File: config.mk
export PLATFORM = sky130hd
export DESIGN_NAME = cal_clock_core
export DESIGN_NICKNAME = d
export VERILOG_FILES = /design/src/rtl/cal_pkg.sv /design/src/rtl/cal_prescaler.sv /design/src/rtl/cal_month_len.sv /design/src/rtl/cal_clock_core.sv
export SDC_FILE = /design/constraint.sdc
export NUM_CORES = 1
export LEC_CHECK = 0
export BUFFER_PORTS_ARGS = -buffer_cell sky130_fd_sc_hd__clkbuf_2
export CORE_ASPECT_RATIO = 1.1
export CORE_MARGIN = 3
export CORE_UTILIZATION = 64
export CTS_CLUSTER_DIAMETER = 120
export DETAILED_ROUTE_END_ITERATION = 8
export HOLD_SLACK_MARGIN = 0.03
export PLACE_DENSITY_LB_ADDON = 0.15
export SETUP_SLACK_MARGIN = 0.1
export SLEW_MARGIN = 5
export SYNTH_ARGS = -nofsm -noshare
export SYNTH_HDL_FRONTEND = slang
export SYNTH_SLANG_ARGS = --single-unit
File: constraint.sdc
create_clock -name clk -period 6.2 [get_ports clk]
set_input_delay 0.62 -clock clk [delete_from_list [all_inputs] [get_ports clk]]
set_output_delay 0.62 -clock clk [all_outputs]
set_load 0.05 [all_outputs]
File: src/rtl/cal_pkg.sv
package cal_pkg;
    typedef struct packed {
        logic [7:0] sec;
        logic [7:0] min;
        logic [7:0] hour;
        logic [7:0] date;
        logic [7:0] month;
        logic [7:0] year;
        logic [2:0] dow;
    } cal_t;

    localparam logic [2:0] SEL_SEC   = 3'd0;
    localparam logic [2:0] SEL_MIN   = 3'd1;
    localparam logic [2:0] SEL_HOUR  = 3'd2;
    localparam logic [2:0] SEL_DATE  = 3'd3;
    localparam logic [2:0] SEL_MONTH = 3'd4;
    localparam logic [2:0] SEL_YEAR  = 3'd5;
    localparam logic [2:0] SEL_DOW   = 3'd6;

    function automatic logic [7:0] bcd_inc(input logic [7:0] v);
        if (v[3:0] >= 4'd9) return {v[7:4] + 4'd1, 4'd0};
        return {v[7:4], v[3:0] + 4'd1};
    endfunction
endpackage

File: src/rtl/cal_prescaler.sv
module cal_prescaler #(
    parameter int TICK_DIV = 32768
) (
    input  logic clk,
    input  logic rst_n,
    input  logic ref_en,
    input  logic restart,
    output logic tick
);
    localparam int CW = (TICK_DIV > 2) ? $clog2(TICK_DIV) : 1;
    localparam logic [CW-1:0] LAST = CW'(TICK_DIV - 1);

    logic [CW-1:0] cnt_d, cnt_q;

    always_comb begin
        cnt_d = cnt_q;
        tick  = 1'b0;
        if (restart) begin
            cnt_d = '0;
        end else if (ref_en) begin
            if (cnt_q == LAST) begin
                cnt_d = '0;
                tick  = 1'b1;
            end else begin
                cnt_d = cnt_q + 1'b1;
            end
        end
    end

    always_ff @(posedge clk) begin
        if (!rst_n) cnt_q <= '0;
        else        cnt_q <= cnt_d;
    end


    wr_restart_chk: assert property (@(posedge clk) disable iff (!rst_n)
        restart |=> (cnt_q == '0));

    div_range_chk: assert property (@(posedge clk) disable iff (!rst_n)
        tick |-> (ref_en && !restart));
endmodule

File: src/rtl/cal_month_len.sv
module cal_month_len (
    input  logic [7:0] month,
    input  logic [7:0] year,
    output logic [7:0] last_date
);
    logic [6:0] year_bin;
    logic       leap;

    always_comb begin
        year_bin = 7'(year[7:4]) * 7'd10 + 7'(year[3:0]);
        leap     = (year_bin[1:0] == 2'b00);
        case (month)
            8'h02:                      last_date = leap ? 8'h29 : 8'h28;
            8'h04, 8'h06, 8'h09, 8'h11: last_date = 8'h30;
            default:                    last_date = 8'h31;
        endcase
    end
endmodule

File: src/rtl/cal_clock_core.sv
module cal_clock_core
    import cal_pkg::*;
#(
    parameter int TICK_DIV = 32768
) (
    input  logic       clk,
    input  logic       rst_n,
    input  logic       ref_en,
    input  logic       wr_en,
    input  logic [2:0] wr_sel,
    input  logic [7:0] wr_data,
    input  logic       rd_req,
    output logic       rd_valid,
    output logic [7:0] rd_sec,
    output logic [7:0] rd_min,
    output logic [7:0] rd_hour,
    output logic [7:0] rd_date,
    output logic [7:0] rd_month,
    output logic [7:0] rd_year,
    output logic [2:0] rd_dow
);
    typedef struct packed {
        cal_t now;
        cal_t snap;
        logic vld;
    } core_t;

    localparam cal_t CAL_RESET = '{sec: 8'h00, min: 8'h00, hour: 8'h00,
                                   date: 8'h01, month: 8'h01, year: 8'h00,
                                   dow: 3'd0};

    core_t st_d, st_q;
    logic  tick;
    logic  [7:0] last_date;
    logic  c_sec, c_min, c_hour, c_date, c_month;

    cal_prescaler #(.TICK_DIV(TICK_DIV)) u_pre (
        .clk(clk), .rst_n(rst_n), .ref_en(ref_en), .restart(wr_en), .tick(tick)
    );

    cal_month_len u_len (
        .month(st_q.now.month), .year(st_q.now.year), .last_date(last_date)
    );

    always_comb begin
        c_sec   = (st_q.now.sec  >= 8'h59);
        c_min   = c_sec  && (st_q.now.min  >= 8'h59);
        c_hour  = c_min  && (st_q.now.hour >= 8'h23);
        c_date  = c_hour && (st_q.now.date >= last_date);
        c_month = c_date && (st_q.now.month >= 8'h12);

        st_d     = st_q;
        st_d.vld = rd_req;
        if (rd_req) st_d.snap = st_q.now;

        if (wr_en) begin
            case (wr_sel)
                SEL_SEC:   st_d.now.sec   = wr_data;
                SEL_MIN:   st_d.now.min   = wr_data;
                SEL_HOUR:  st_d.now.hour  = wr_data;
                SEL_DATE:  st_d.now.date  = wr_data;
                SEL_MONTH: st_d.now.month = wr_data;
                SEL_YEAR:  st_d.now.year  = wr_data;
                SEL_DOW:   st_d.now.dow   = wr_data[2:0];
                default:   st_d.now       = st_q.now;
            endcase
        end else if (tick) begin
            st_d.now.sec = c_sec ? 8'h00 : bcd_inc(st_q.now.sec);
            if (c_sec) st_d.now.min = c_min ? 8'h00 : bcd_inc(st_q.now.min);
            if (c_min) st_d.now.hour = c_hour ? 8'h00 : bcd_inc(st_q.now.hour);
            if (c_hour) begin
                st_d.now.date = c_date ? 8'h01 : bcd_inc(st_q.now.date);
                st_d.now.dow  = (st_q.now.dow >= 3'd6) ? 3'd0 : st_q.now.dow + 3'd1;
            end
            if (c_date) st_d.now.month = c_month ? 8'h01 : bcd_inc(st_q.now.month);
            if (c_month) st_d.now.year = (st_q.now.year >= 8'h99) ? 8'h00
                                                                   : bcd_inc(st_q.now.year);
        end
    end

    always_ff @(posedge clk) begin
        if (!rst_n) begin
            st_q.now  <= CAL_RESET;
            st_q.snap <= CAL_RESET;
            st_q.vld  <= 1'b0;
        end else begin
            st_q <= st_d;
        end
    end

    assign rd_valid = st_q.vld;
    assign rd_sec   = st_q.snap.sec;
    assign rd_min   = st_q.snap.min;
    assign rd_hour  = st_q.snap.hour;
    assign rd_date  = st_q.snap.date;
    assign rd_month = st_q.snap.month;
    assign rd_year  = st_q.snap.year;
    assign rd_dow   = st_q.snap.dow;


    sec_wrap_chk: assert property (@(posedge clk) disable iff (!rst_n)
        (tick && !wr_en && st_q.now.sec == 8'h59) |=> (st_q.now.sec == 8'h00));

    dow_hold_chk: assert property (@(posedge clk) disable iff (!rst_n)
        (!wr_en && !(tick && st_q.now.hour == 8'h23 && st_q.now.min == 8'h59
                     && st_q.now.sec == 8'h59)) |=> $stable(st_q.now.dow));

    feb_leap_chk: assert property (@(posedge clk) disable iff (!rst_n)
        (tick && !wr_en && c_hour && st_q.now.month == 8'h02 && st_q.now.date == 8'h28
         && (st_q.now.year == 8'h00 || st_q.now.year == 8'h04 || st_q.now.year == 8'h96))
        |=> (st_q.now.date == 8'h29));

    snap_valid_chk: assert property (@(posedge clk) disable iff (!rst_n)
        rd_req |=> rd_valid);

    snap_hold_chk: assert property (@(posedge clk) disable iff (!rst_n)
        !rd_req |=> (!rd_valid && $stable(rd_sec) && $stable(rd_date) && $stable(rd_year)));
endmodule

# --- Word level (Yosys, flattened, before mapping) ---
# Cells that the tools add are included.
op_classes:
  add_sub_neg: 15
  n_mul: 1
  magnitude_cmp: 13
  eq_ne: 19
  mux: 63
  bitwise_logic: 1
  n_reduce_logical: 33
ops:
  columns: ["op", "n"]
  rows:
  - ["8-bit 2-to-1 mux", 29]
  - ["51-bit 2-to-1 mux", 2]
  - ["4-bit by 1-bit adder with 4-bit output (second input constant)", 12]
  - ["1-bit 2-to-1 mux", 27]
  - ["4-bit greater-or-equal comparator (second input constant)", 6]
  - ["3-bit AND reduction", 7]
  - ["4-bit AND reduction", 5]
  - ["3-bit nonzero test", 6]
  - ["8-bit by 3-bit == test with 1-bit output (second input constant)", 2]
  - ["8-bit by 7-bit greater-or-equal comparator with 1-bit output (second input constant)", 2]
  - ["8-bit one-hot mux with 2 select lines", 1]
  - ["15-bit by 1-bit adder with 15-bit output (second input constant)", 1]
  - ["15-bit == test (second input constant)", 1]
  - ["15-bit 2-to-1 mux", 1]
  - ["2-bit by 1-bit != test with 1-bit output (second input constant)", 7]
  - ["2-bit nonzero test", 6]
  - ["3-bit == test (second input constant)", 3]
  - ["3-bit 2-to-1 mux", 3]
  - ["8-bit by 2-bit == test with 1-bit output (second input constant)", 1]
  - ["8-bit by 4-bit == test with 1-bit output (second input constant)", 1]
  - ["8-bit by 5-bit == test with 1-bit output (second input constant)", 1]
  - ["8-bit by 5-bit greater-or-equal comparator with 1-bit output (second input constant)", 1]
  - ["8-bit by 6-bit greater-or-equal comparator with 1-bit output (second input constant)", 1]
  - ["8-bit greater-or-equal comparator", 1]
  - ["14 further kinds", 18]
word_totals:
  ff_bits: 118
  input_bits: 16
  out_inout_bits: 52
  wordCells: 167

# --- Longest topological paths before layout ---
# Gate-level depths: netlist of run 1.
depth:
  ltp_word: 16
  ltp_mapped: 16
  mapped_depth_nobuf: 15

# --- Cells and area by module ---
# Synthesis of run 1 repeated with hierarchy kept, for this count alone.
hier_totals:
  cells_unflattened: 753
  area_unflattened_um2: 6651.4
modules_own_cells:
  columns: ["mod", "instances", "cells_each", "area_per_inst_um2", "seq_area_each_um2"]
  rows:
  - ["cal_clock_core", 1, 655, 5795.6, 2062.0]
  - ["cal_prescaler", 1, 76, 695.7, 300.3]
  - ["cal_month_len", 1, 22, 160.2, 0.0]

# --- Worst setup path before layout of run 1 ---
# No wires, ideal clock.
synth_timing:
  path_kind: "register to register"
  startpoint: "reg st_q[67] in the netlist's numbering"
  endpoint: "reg st_q[66] in the netlist's numbering"
  setup_ps: 116
  arrival_time_ps: 2896
  t_required_ps: 6084
  slack_ps: 3188
  path_stages_with_launch: 17
  n_path_buf: 1
  synth_period_minus_slack_ps: 3012
  cell_sequence: "dfxtp_1 > inv_1 > ha_1 > mux2_2 > nand2_1 > o21ai_0 > nand2_1 > nand2_1 > o31ai_1 > ha_1 > nor4b_1 > o22ai_1 > or4_1 > and3_1 > buf_2 > mux2i_1 > a41o_1"
synth_between:
  elab_chain_len: 10
  elab_cells_between_ends: 17
  cone_classes: "order compare (2); eq/ne (5); mux (5); reduce/logical (5)"
synth_lines:
  columns: ["element", "line_no", "rtl"]
  rows:
  - ["start: declaration", "cal_clock_core.sv:32", "core_t st_d, st_q;"]
  - ["start signal: assignment", "cal_clock_core.sv:87", "st_q <= st_d;"]
  - ["8-bit by 3-bit == test with 1-bit output, or another cell as far along", "cal_month_len.sv:12", "case (month)"]
  - ["4-bit OR reduction", "cal_month_len.sv:12", null]
  - ["8-bit one-hot mux with 2 select lines", "cal_month_len.sv:12", null]
  - ["8-bit greater-or-equal comparator", "cal_clock_core.sv:49", "c_date = c_hour && (st_q.now.date >= last_date);"]
  - ["1-bit logical AND", "cal_clock_core.sv:49", null]
  - ["1-bit logical AND", "cal_clock_core.sv:50", "c_month = c_date && (st_q.now.month >= 8'h12);"]
  - ["8-bit 2-to-1 mux (2 in a row)", "cal_clock_core.sv:75", "if (c_date) st_d.now.month = c_month ? 8'h01 : bcd_inc(st_q.now.month);"]
  - ["51-bit 2-to-1 mux", "cal_clock_core.sv:67", "end else if (tick) begin"]
  - ["51-bit 2-to-1 mux", "cal_clock_core.sv:56", "if (wr_en) begin"]
# Parallel ways exist; a longest one is shown, timed or not. The select of a mux whose other input is x is not followed.
# A chain may end at the register's enable or synchronous reset.

# --- Final worst setup path of run 1 ---
layout_timing:
  startpoint: "reg st_q[67] in the netlist's numbering"
  endpoint: "reg st_q[65] in the netlist's numbering"
# The elaborated chain is that of the path after synthesis.

==> flow_summary.toml, run 1 <==
[pwr]
pwr-share-seq_pct = 42.4
ir_worst_vdd_mv = 0.172
switchingPower_w = 0.000427
clkPwrFrac_pct = 51.1
cellLeakagePower_nw = 3.02
p_int_w = 0.00140
power-per-cell-area_nw_per_um2 = 261
swShare_pct = 23.3
comb_power_share_pct = 6.4

[logic_synthesis]
yosys_warnings = 0
synth-async-reset-ratio_pct = 0
synth_fa_ha_area_share_pct = 7.37
synthFlopType = "dfxtp_1"
synth_cells = 734
synth_top_family_by_area = "simple AND/OR/NAND/NOR gates"
yosysSeqAreaShare_pct = 36.6
syn_area_um2 = 6450
synthXorXnorAreaFrac_pct = 1.76
synth.avg_cell_area_um2 = 8.79
synth_edf_count = 0
synth_cell_types = 74
synth-simple-area-share_pct = 18.4
ys_ff_latch = 118
synthMuxAreaShare_pct = 8.71
syn_nets = 788
synth_compound_area_share_pct = 17.5

[drt]
drt_wl_total_um = 14700
first_iter_violations = 322
wl_per_cell_um = 16.9
num_vias = 5351
drcViolationCount = 0
viasPerCell = 6.14
first_pass_iters = 5
postRouteAntennaNets = 0

[clock_tree]
clock_latency_ns = 0.52
clock_path_buffers = 2
cts_hold_buf = 0
cts_sinks = 118
ctsResizeCount = 0
cts_buffers = 17
clk_pin_slew_ns = 0.06
h-tree-depth = 4
cts_tree = "built"
cts_root_buf = "clkbuf_8"
post-cts-setup-buffers = 0

[placed_design]
dp_worst_setup_slack_ns = 2.75
io_buffers = 67
hpwl_um = 9950
place.gp.congestion = 0.840
placed_cell_area_um2 = 6440

[cells_and_area]
design_area_um2 = 7010
final_net_count = 796
drive_gt1_share_pct = 16.0
num_antenna_cells = 0
area_growth_pct = 8.61

[sta]
finalMaxSlewViolations = 0
finalSetupTns_ns = 0
max_freq_mhz = 287
fin_crit_sh_pct = 56.2
clock_skew_ns = 0.00554
fin_hold_ws_ns = 0.369
tightest_slew_ns = 1.01
finalWorstSetupSlack_ns = 2.71
setup_viol = 0
final.min_clock_period_ns = 3.49
hold_violations = 0
rsz0062_at_grt = "false"
slew_headroom_pct = 32.6

[worst_setup_path]
critPathKind = "flip-flop to flip-flop"
critPathTopFamily = "compound AO/OA/AOI/OAI gates"
path_buf_inv = 1
ff2ff_path_depth = 15
required_ns = 6.66
critPathMaxStageDelay_ns = 0.62
r2r_slack_ns = 2.71
crit_fanout = 8
crit_chain = "inv_1 -> ha_1 -> mux2_2 -> nand2_1 -> o21ai_0 -> nand2_1 -> nand2_1 -> o31ai_1 -> ha_1 -> nor4b_1 -> o22ai_1 -> o41ai_2 -> nor2_2 -> o41ai_1 -> a32o_1"
critPathSlowestCell = "o41ai_2"
r2r_start = "st_q[67]"
cp.arrival_ns = 3.94
worstSetupEndpointType = "flip-flop"
cp-start-kind = "flip-flop"
r2r-end = "st_q[65]"
path_common_cell = "nand2_1"

[floorplan]
die_h_um = 111
core-area_um2 = 9580
die_area_um2 = 11300
ioPinCount = 68
initial_core_util_pct = 67.3
die_x_um = 102
rows = 37

[grt]
grt_overflow = 0
grt_pass1_wl_um = 25100
antenna_found_initial = 0
track_usage_pct = 27.3
grt_pass1_vias = 5301
grt_max_degree = 53

[run]
maxCapViolations = 0

[min_path]
min_to = "st_q[102]"
hold_path_depth = 3
min-delay-start = "wr_data[7]"
hold_class = "input pin to flip-flop"

[run_status]
status = "complete, no violations"
[metal layers]
metal  global-route usage (%)  wire (um)
met1                     32.6       6200
met2                     45.9       7210
met3                     6.17        820
met4                     13.0        520
met5                        0          0
[synthesized netlist by cell type (3+ instances only)]
cell type	n	area (um2)
inv_1	30	113
nand3_1	24	120
o211ai_1	13	97.6
dfxtp_1	118	2360
nand3b_1	3	22.5
ha_1	38	475
clkbuf_1	21	78.8
a32o_1	7	70.1
and2_1	9	56.3
xnor2_1	4	35.0
nand2b_1	12	75.1
nor2_1	92	345
xor2_1	9	78.8
mux2i_1	55	551
a31oi_1	7	43.8
o211a_1	5	50.1
a211oi_1	7	52.6
o21a_1	3	22.5
o31a_1	3	26.3
buf_2	4	20.0
or3_1	5	31.3
nand4b_1	3	26.3
o31ai_1	14	105
and3_1	5	31.3
a21oi_1	28	140
o21ai_0	43	215
nor2b_1	4	25.0
a31o_2	3	26.3
buf_4	52	390
nand2_1	46	173
nor3b_1	4	30.0
o41ai_1	6	52.6
nand4_1	4	25.0
[worst reg2reg max path, cell delays in order (launching register included)]
cell	delay, ns
dfxtp_1	0.46
inv_1	0.08
ha_1	0.21
mux2_2	0.26
nand2_1	0.07
o21ai_0	0.09
nand2_1	0.08
nand2_1	0.04
o31ai_1	0.06
ha_1	0.27
nor4b_1	0.24
o22ai_1	0.19
o41ai_2	0.62
nor2_2	0.18
o41ai_1	0.37
a32o_1	0.21
[layout by cell type, fill, tap and decap left out, types with 7 or more instances in the layout]
cell type  count
a21oi_1       28
and2_1         9
o31ai_1       14
a211oi_1       7
clkbuf_2      67
a32o_1         7
nor2_1        92
o21ai_0       43
xor2_1         9
nand3_1       24
mux2i_1       55
inv_1         30
ha_1          38
nand2b_1      12
dfxtp_1      118
nand2_1       46
clkbuf_16     16
o211ai_1      13
a31oi_1        7
[layout make-up]
| type | instances | area [um2] |
|---|---|---|
| repair buffers | 69 | 350 |
| clock buffers | 23 | 467 |
| clock inverters | 9 | 100 |
| fillers | 726 | 2580 |
| inverters | 31 | 116 |
| well taps | 117 | 146 |
| multi-input cells | 505 | 3460 |
| flip-flops and latches | 118 | 2360 |
[power groups by stage]
stage,clock network [W],logic [W],registers (W)
after floorplan,0,0.0000905,0.000790
final,0.000936,0.000118,0.000776
after global routing,0.000978,0.000130,0.000777
after CTS,0.000940,0.000117,0.000776
after detailed placement,0,0.000116,0.000792
after global placement,0,0.000113,0.000792
[stage by stage]
step,total power (W),cells,utilization [%]
after floorplan,0.000881,734,-
after global placement,0.000905,840,67.2
after detailed placement,0.000908,840,67.2
after CTS,0.00183,872,73.1
after global routing,0.00189,872,73.1
final,0.00183,872,73.1
[state kept, by name (all words and copies together), names as in the netlist]
register,count
rd_date,8
st_q,51
rd_min,8
rd_dow,3
rd_sec,8
u_pre.cnt_q,15
rd_month,8
rd_year,8
rd_hour,8
rd_valid,1
[how the worst max path moves through the flow]
stage | startpoint | to | slack (ns) | depth (start not counted)
2_1_floorplan | st_q[67] | st_q[66] | 3.19 | 16
3_3_place_gp | st_q[67] | st_q[70] | 2.91 | 15
3_5_place_dp | st_q[67] | st_q[65] | 2.75 | 15
4_1_cts | st_q[67] | st_q[65] | 2.74 | 15
5_1_grt | st_q[67] | st_q[65] | 2.39 | 15
6_report | st_q[67] | st_q[65] | 2.71 | 15
[cell families after synthesis]
logic type / Yosys count
xor+xnor: 13
buf+inv: 111
fa+ha+maj: 38
simple gates: 236
compound gates: 162
flops: 118
mux: 56
No activity file was read; power rests on OpenSTA's default activity.
==> run 2: changes to the inputs <==
--- a/config.mk
+++ b/config.mk
@@ -8,7 +8,7 @@
 export BUFFER_PORTS_ARGS = -buffer_cell sky130_fd_sc_hd__clkbuf_2
 export CORE_ASPECT_RATIO = 1.1
 export CORE_MARGIN = 3
-export CORE_UTILIZATION = 64
+export CORE_UTILIZATION = 59
 export CTS_CLUSTER_DIAMETER = 120
 export DETAILED_ROUTE_END_ITERATION = 8
 export HOLD_SLACK_MARGIN = 0.03
==> constraint.sdc (replaced) <==
create_clock -name clk -period 3.5 [get_ports clk]
set_input_delay 0.35 -clock clk [delete_from_list [all_inputs] [get_ports clk]]
set_output_delay 0.35 -clock clk [all_outputs]
set_load 0.05 [all_outputs]
==> run 2 against run 1 <==
Against the previous run: sequential cell count unchanged; core utilization decreased by 5.4 points; worst setup slack got worse by 2.4 ns; power increased by 85%; fmax increased by 9.6%; count of clock-buffer cells in the layout increased by 1; design area increased by 1.9%; combinational power increased by 82%; critical path type unchanged; highest routed layer unchanged.
==> flow_summary.toml, run 2 (synthesis results as in run 1) <==
[drt]
first_pass_iters = 6
drcViolationCount = 0
drt_wl_total_um = 15200
viasPerCell = 5.88
postRouteAntennaNets = 0
num_vias = 5313
wl_per_cell_um = 16.8
first_iter_violations = 323

[placed_design]
hpwl_um = 10200
dp_cells = 871
placed_cell_area_um2 = 6510
io_buffers = 67
dp_worst_setup_slack_ns = 0.210
place.gp.congestion = 0.855

[sta]
max_freq_mhz = 314
finalMaxSlewViolations = 0
fin_hold_ws_ns = 0.219
finalSetupTns_ns = 0
clock_skew_ns = 0.00843
setup_viol = 0
final.min_clock_period_ns = 3.18
tightest_slew_ns = 0.868
finalWorstSetupSlack_ns = 0.318
slew_headroom_pct = 42.1
rsz0062_at_grt = "false"
fin_crit_sh_pct = 90.9
hold_violations = 0

[cells_and_area]
top_regs = "st_q (51), u_pre.cnt_q (15)"
largest_reg_flops = 51
final_net_count = 801
fillers = 876
num_antenna_cells = 0
stdcell_count = 903
design_area_um2 = 7140
regMostFlops = "st_q"
layout_common_cells = "dfxtp_1 (115), nor2_1 (92), clkbuf_2 (66), mux2i_1 (55), nand2_1 (46)"
mostFrequentLayoutCell = "dfxtp_1"
drive_gt1_share_pct = 17.4
area_growth_pct = 10.7

[run_status]
status = "complete, no violations"

[clock_tree]
cts_buffers = 17
clk_pin_slew_ns = 0.05
cts_tree = "built"
h-tree-depth = 4
clock_latency_ns = 0.42
cts_hold_buf = 0
cts_sinks = 118
clock_path_buffers = 2
cts_root_buf = "clkbuf_16"

[min_path]
hold_path_depth = 3
min-delay-start = "wr_data[7]"
hold_class = "input pin to flip-flop"

[worst_setup_path]
crit_fanout = 7
setup.worst_path.start = "st_q[64]"
worstSetupEndpointType = "flip-flop"
cp-start-kind = "flip-flop"
required_ns = 3.85
critPathKind = "flip-flop to flip-flop"
cp.arrival_ns = 3.53
ff2ff_path_depth = 14
r2r_start = "st_q[64]"

[grt]
grt_max_degree = 53
antenna_found_initial = 0
grt_pass1_wl_um = 25200
grt_overflow = 0
grt_pass1_vias = 5147
track_usage_pct = 25.7

[floorplan]
ioPinCount = 68
die_h_um = 116
die_x_um = 106
rows = 39
core-area_um2 = 10500
initial_core_util_pct = 61.2
die_area_um2 = 12200

[pwr]
power-per-cell-area_nw_per_um2 = 474
ir_worst_vdd_mv = 0.301
cellLeakagePower_nw = 3.07

[run]
maxCapViolations = 0
## run 2: timing repair
action / in CTS / in global routing
endpoints found under the setup margin: 0 / 20
buffers inserted: 0 / 0
gates resized for setup: 0 / 6
endpoints found under the hold margin: 0 / 0
## run 2: critical path, stage by stage (launching register included)
cell	delay [ns]
dfxtp_1	0.47
inv_1	0.14
ha_1	0.20
o211ai_1	0.14
o21ai_0	0.13
nand2_1	0.08
nand2_1	0.05
o31ai_1	0.06
ha_1	0.28
nor4b_2	0.26
o22ai_2	0.16
nor4_2	0.27
nor2_2	0.14
o41ai_1	0.50
a32o_1	0.24
## run 2: where the power goes
part	total (W)	internal [W]	switching [W]
logic	0.000215	0.0000687	0.000146
registers	0.00138	0.00136	0.0000166
clock network	0.00179	0.00119	0.000602
## run 2: per-layer routing
layer,global-route usage (%),routed length [um],vias up
met5,0,0,-
met4,13.9,540,0
met3,6.18,970,50
met2,43.0,7320,178
met1,30.7,6340,2493
li1,-,-,2592
## run 2: worst paths after layout
check,endpoint,slack [ns]
worst max-delay path,st_q[78],0.32
worst min-delay path,st_q[102],0.22
worst max register to register,st_q[78],0.32
worst min register to register,rd_date[0],0.47
## run 2: area by class of cell
type                       count  area (um2)  area share [%]
clock buffer                  24         492            6.89
clock inverter                 8         120            1.68
inverter                      31         116            1.63
multi-input combinational    505        3480            48.7
sequential                   118        2370            33.1
tap                          143         179            2.51
timing repair buffer          74         388            5.43
## run 2: through the flow
step                power (W)  utilization, %
floorplan             0.00156               -
global placement      0.00161            61.8
detailed placement    0.00162            61.8
CTS                   0.00340            67.6
global route          0.00347            67.7
finish                0.00338            67.7
